[src/rtl/ifg_defer_pkg.sv]
package ifg_defer_pkg;

    typedef enum logic [2:0] {
        ST_TX    = 3'd0,
        ST_BLIND = 3'd1,
        ST_OPEN  = 3'd2,
        ST_TAIL  = 3'd3,
        ST_BUSY  = 3'd4,
        ST_CLEAR = 3'd5
    } defer_st_e;

endpackage

[src/rtl/ifg_tick_counter.sv]
module ifg_tick_counter #(
    parameter int CNT_W   = 7,
    parameter int MAX_VAL = 96
) (
    input  logic             clk,
    input  logic             rst_n,
    input  logic             clr,
    input  logic             inc,
    output logic [CNT_W-1:0] cnt
);
    localparam logic [CNT_W-1:0] TOP = CNT_W'(MAX_VAL);

    always_ff @(posedge clk) begin
        if (!rst_n) begin
            cnt <= '0;
        end else if (clr) begin
            cnt <= '0;
        end else if (inc && cnt != TOP) begin
            cnt <= cnt + 1'b1;
        end
    end
endmodule

[src/rtl/ifg_defer_fsm.sv]
module ifg_defer_fsm
    import ifg_defer_pkg::*;
#(
    parameter int CNT_W       = 7,
    parameter int BLIND_TICKS = 40,
    parameter int PART1_TICKS = 60,
    parameter int GAP_TICKS   = 96
) (
    input  logic             clk,
    input  logic             rst_n,
    input  logic             crs,
    input  logic             tx_busy,
    input  logic             two_part_dis,
    input  logic             bit_tick,
    input  logic [CNT_W-1:0] cnt,
    output defer_st_e        st,
    output logic             cnt_clr,
    output logic             cnt_inc,
    output logic             defer_ok
);
    localparam logic [CNT_W-1:0] LAST_BLIND = CNT_W'(BLIND_TICKS - 1);
    localparam logic [CNT_W-1:0] LAST_PART1 = CNT_W'(PART1_TICKS - 1);
    localparam logic [CNT_W-1:0] LAST_GAP   = CNT_W'(GAP_TICKS - 1);

    defer_st_e st_nx;

    // state register
    always_ff @(posedge clk) begin
        if (!rst_n) begin
            st <= ST_OPEN;
        end else begin
            st <= st_nx;
        end
    end

    // next state and counter control
    always_comb begin
        st_nx   = st;
        cnt_clr = 1'b0;
        cnt_inc = 1'b0;
        if (tx_busy) begin
            st_nx   = ST_TX;
            cnt_clr = 1'b1;
        end else begin
            unique case (st)
                ST_TX: begin
                    st_nx   = ST_BLIND;
                    cnt_clr = 1'b1;
                end
                ST_BLIND: begin
                    if (bit_tick) begin
                        cnt_inc = 1'b1;
                        if (cnt == LAST_BLIND) st_nx = ST_OPEN;
                    end
                end
                ST_OPEN: begin
                    if (crs) begin
                        st_nx   = ST_BUSY;
                        cnt_clr = 1'b1;
                    end else if (bit_tick) begin
                        cnt_inc = 1'b1;
                        if (cnt == LAST_GAP) begin
                            st_nx = ST_CLEAR;
                        end else if (!two_part_dis && cnt == LAST_PART1) begin
                            st_nx = ST_TAIL;
                        end
                    end
                end
                ST_TAIL: begin
                    if (bit_tick) begin
                        cnt_inc = 1'b1;
                        if (cnt == LAST_GAP) st_nx = ST_CLEAR;
                    end
                end
                ST_BUSY: begin
                    if (!crs) begin
                        st_nx   = ST_OPEN;
                        cnt_clr = 1'b1;
                    end
                end
                ST_CLEAR: begin
                    if (crs) begin
                        st_nx   = ST_BUSY;
                        cnt_clr = 1'b1;
                    end
                end
                default: begin
                    st_nx   = ST_OPEN;
                    cnt_clr = 1'b1;
                end
            endcase
        end
    end

    // outputs
    always_comb begin
        defer_ok = (st == ST_CLEAR) && !tx_busy;
    end
endmodule

[src/rtl/ifg_defer_timer.sv]
module ifg_defer_timer
    import ifg_defer_pkg::*;
#(
    parameter int BLIND_TICKS = 40,
    parameter int PART1_TICKS = 60,
    parameter int GAP_TICKS   = 96
) (
    input  logic clk,
    input  logic rst_n,
    input  logic crs,
    input  logic tx_busy,
    input  logic two_part_dis,
    input  logic bit_tick,
    output logic defer_ok
);
    localparam int CNT_W = $clog2(GAP_TICKS + 1);

    defer_st_e        st;
    logic             cnt_clr;
    logic             cnt_inc;
    logic [CNT_W-1:0] cnt;

    ifg_tick_counter #(
        .CNT_W  (CNT_W),
        .MAX_VAL(GAP_TICKS)
    ) u_cnt (
        .clk  (clk),
        .rst_n(rst_n),
        .clr  (cnt_clr),
        .inc  (cnt_inc),
        .cnt  (cnt)
    );

    ifg_defer_fsm #(
        .CNT_W      (CNT_W),
        .BLIND_TICKS(BLIND_TICKS),
        .PART1_TICKS(PART1_TICKS),
        .GAP_TICKS  (GAP_TICKS)
    ) u_fsm (
        .clk         (clk),
        .rst_n       (rst_n),
        .crs         (crs),
        .tx_busy     (tx_busy),
        .two_part_dis(two_part_dis),
        .bit_tick    (bit_tick),
        .cnt         (cnt),
        .st          (st),
        .cnt_clr     (cnt_clr),
        .cnt_inc     (cnt_inc),
        .defer_ok    (defer_ok)
    );
endmodule

[config.mk]
export PLATFORM = sky130hd
export DESIGN_NAME = ifg_defer_timer
export DESIGN_NICKNAME = d
export VERILOG_FILES = /design/src/rtl/ifg_defer_pkg.sv /design/src/rtl/ifg_tick_counter.sv /design/src/rtl/ifg_defer_fsm.sv /design/src/rtl/ifg_defer_timer.sv
export SDC_FILE = /design/constraint.sdc
export NUM_CORES = 1
export LEC_CHECK = 0
export BUFFER_PORTS_ARGS = -buffer_cell sky130_fd_sc_hd__buf_4
export CAP_MARGIN = 20
export CORE_AREA = 2 2 57 59
export CTS_CLUSTER_SIZE = 14
export DETAILED_ROUTE_END_ITERATION = 10
export DIE_AREA = 0 0 59 61
export SLEW_MARGIN = 20
export SYNTH_ARGS = -nofsm -noshare
export SYNTH_HDL_FRONTEND = slang
export SYNTH_SLANG_ARGS = --single-unit
[constraint.sdc]
create_clock -name clk -period 3.95 [get_ports clk]
set_clock_uncertainty 0.1 [all_clocks]
set_input_delay 0.395 -clock clk [delete_from_list [all_inputs] [get_ports clk]]
set_output_delay 0.395 -clock clk [all_outputs]
set_load 0.005 [all_outputs]
==> metrics.md <==
| Metric | Value |
|---|---|
| Status | completed |
| Buf/Inv on CP | 0 |
| Max transition margin | 0.693 |
| Net Sw Power | around 83 uW |
| Final Hold Viols | 0 |
| Share of layout cells above drive strength 1 | 0.178 |
| Cell count after synthesis | a little over 80 |
| Reg2Reg Depth | 6 |
| Mapped Nets | 91 |
| Delay of the slowest critical-path stage | ~0.39 ns |
| TritonCTS clock tree | yes |
| Largest net degree at the start of global routing | 13 |
| Final net count | 100 |
| Pre-antenna DRT Iters | 4 |
| VDD IR max | around 190 uV |
| Initial Util | 0.243 |
| Synth top area share | 0.279 |
| IO Count | 7 |
| Critical Path AT | ~2.1 ns |
| Vias per cell | 4.98 |
| Slowest CP cell | dfxtp_1 |
| Fmax | approximately 500 MHz |
| Width of the chip | 59 microns |
| Final non-filler cell area | roughly 800 sq um |
| Total GRT Usage | 0.0957 |
| Worst Max-Slew Pin Slew | between 0.4 and 0.5 ns |
| Via count | roughly 610 |
| Vias in the first global route | about 580 |
| R2R Path Start | u_cnt.cnt[0] |
| Comb power frac | 0.278 |
| Most area-consuming cells after synthesis | dfxtp_1, nor2_1, xnor2_1, xor2_1, mux2i_1 |
| Clock transition at the registers of the reported paths | roughly 0.06 ns |
| Place WS | roughly 2 ns |
| Synth top cells by count | dfxtp_1, nor2_1 |
| Netlist cell types | 35 |
| Switching Fraction | 0.316 |
| Setup crit end | u_fsm.st[2] |
| CTS resizes | 0 |
| Initial antenna violation count | 0 |
| Area growth syn-to-layout | 13.9% |
| Core footprint | 2950 sq um |
| Post-Route WL | roughly 1.5 mm |
| Crit-path max FO | 4 |
| Area leader, netlist | dfxtp_1 |
| First-pass GRT wire length | about 2.6 mm |
| ANT nets after route | 0 |
| R2R Setup Slk | 1.95 ns |
| # clock sinks | 10 |
| Maximum root-to-sink buffer count | 2 |
| Worst path cell trace | ha_1 > nor4b_1 > and4bb_2 > nor3_2 > nor4_4 > mux2i_1 |
| Ys flop type | dfxtp_1 |
| Slew Limit Fails | 0 |
| Critical path type | reg -> reg |
| Routability-driven placement congestion ratio | around 0.81 |
| Register bit total from synthesis | 10 |
| Die height | slightly above 60 microns |
| CTS Buf Count | 3 |
| Tmin final | ~2.0 ns |
| Post-CTS Setup Inserts | 0 |
| Post-CTS Hold Fix Bufs | 0 |
| Area post-placement | 796 sq um |
| Tcrit/Tclk final | 0.505 |
| Final Non-Filler Cells | around 120 |
| Sequential share of the synthesized area | 0.279 |
| Die area | approximately 3600 sq um |
| Port bufs | 6 |
| Post-synth EDFFs | 0 |
| Layout Utilization | 0.277 |
| Wirelength per Cell | ~12 microns |
| H-tree depth | 1 |
| Average cell area after synthesis | ~8.7 sq um |
| Final setup margin | just under 2 ns |
| Crit path from | u_cnt.cnt[0] |
| Hpwl dp | 1.15 mm |
| Top delay family on crit path | simple AND/OR/NAND/NOR gates |
| Clock Latency Late Sink | 0.26 ns |
| Maxcap violations | 0 |
| Placed Cells | 120 |
| Clock share of power | 0.254 |
| GR Overflow Total | 0 |
| # fillers | 333 |
| Diode count | 0 |
| Rows | 20 |
| Reg-to-reg endpoint | u_fsm.st[2] |
| Crit. End Element | flop |
| Initial DRC count | 3 |
| CP Launch Type | flop |
| Yosys Warn Count | 0 |
| Mapped cell area | between 700 and 800 sq um |
| Ys async rst share | 0 |
| Finish-stage setup viols | 0 |
| CP required | just over 4 ns |
| Setup repair after global routing missed its margin | false |
| # DRC | 0 |
| Reg power frac | 0.468 |
| Worst Hold Class | in -> reg |
| Setup TNS | 0 ns |
| Root Buffer | clkbuf_4 |
| Levels on crit path | 6 |
| Int Pwr | ~180 uW |
| Pleak | between 0.2 and 0.3 nW |
| Power per cell area | approximately 320 nW/um^2 |
cell usage in the layout (no fill, tap or decap), drive strengths merged:
cell and instances:
nor2 10, dfxtp 10, buf 6, nand2 5, nor3 5, xor2 4
nand3 4, xnor2 4, o21ai 4, nor4b 4, inv 3, nor3b 3
nor2b 3, mux2i 3, clkbuf 3, nand2b 2, and2 2, a21oi 2
ha 2, nor4 2, o211a 1, a31oi 1, and4bb 1, a221oi 1
a221o 1, o21a 1, nand4 1, nand3b 1, nand4b 1
layer usage:
metal / wire (microns) / share of wire / GRT usage / up-vias
li1: - / - / - / 314
met1: 718 / 0.48 / 0.122 / 287
met2: 702 / 0.47 / 0.157 / 9
met3: 63 / 0.042 / 0.0341 / 2
met4: 8 / 0.0054 / 0.0195 / 0
met5: 0 / 0 / 0 / -
cells by family (layout without fill, tap and decap cells):
logic type,count (synthesis),after routing,synth area share
xor+xnor,8,8,0.0976
compound gates,11,11,0.110
flops,10,10,0.279
buf+inv,5,12,0.0279
fa+ha+maj,2,2,0.0348
mux,3,3,0.0418
simple gates,44,44,0.409
registers in the layout (all words and copies together) (netlist names):
register and count:
u_cnt.cnt 7, u_fsm.st 3
power groups by stage:
stage               registers (mW)  clock network, mW  logic, mW
finish                       0.123             0.0669     0.0732
global route                 0.125             0.0765     0.0808
CTS                          0.123             0.0704     0.0739
detailed placement           0.125                  0     0.0735
global placement             0.125                  0     0.0716
floorplan                    0.116                  0     0.0652
cell type report:
cell class,instances,area (sq um),area share
timing repair buffer,6,45.0,0.0550
tap,33,41.3,0.0505
inverter,3,11.3,0.0138
sequential,10,200,0.245
clock buffer,3,22.5,0.0275
multi-input combinational,68,498,0.609
through the flow:
step,power [mW],hold WS (ns)
6_report,0.263,0.343
5_1_grt,0.282,0.349
4_1_cts,0.267,0.338
3_5_place_dp,0.199,0.471
3_3_place_gp,0.196,0.456
2_1_floorplan,0.181,0.432
how the worst min path moves through the flow:
| stage | startpoint | to | slack, ns | cells after the start |
|---|---|---|---|---|
| CTS | rst_n | u_fsm.st[1] | 0.34 | 3 |
| global placement | u_cnt.cnt[0] | u_cnt.cnt[0] | 0.46 | 2 |
| global route | rst_n | u_fsm.st[1] | 0.35 | 3 |
| detailed placement | u_cnt.cnt[0] | u_cnt.cnt[0] | 0.47 | 2 |
| floorplan | u_cnt.cnt[0] | u_cnt.cnt[0] | 0.43 | 2 |
| finish | rst_n | u_fsm.st[1] | 0.34 | 3 |
worst register-to-register path: stages, from the launching register on:
cell      delay, ns
dfxtp_1        0.39
ha_1           0.25
nor4b_1        0.25
and4bb_2       0.27
nor3_2         0.05
nor4_4         0.39
mux2i_1        0.24
No activity file was read; power rests on OpenSTA's default activity.
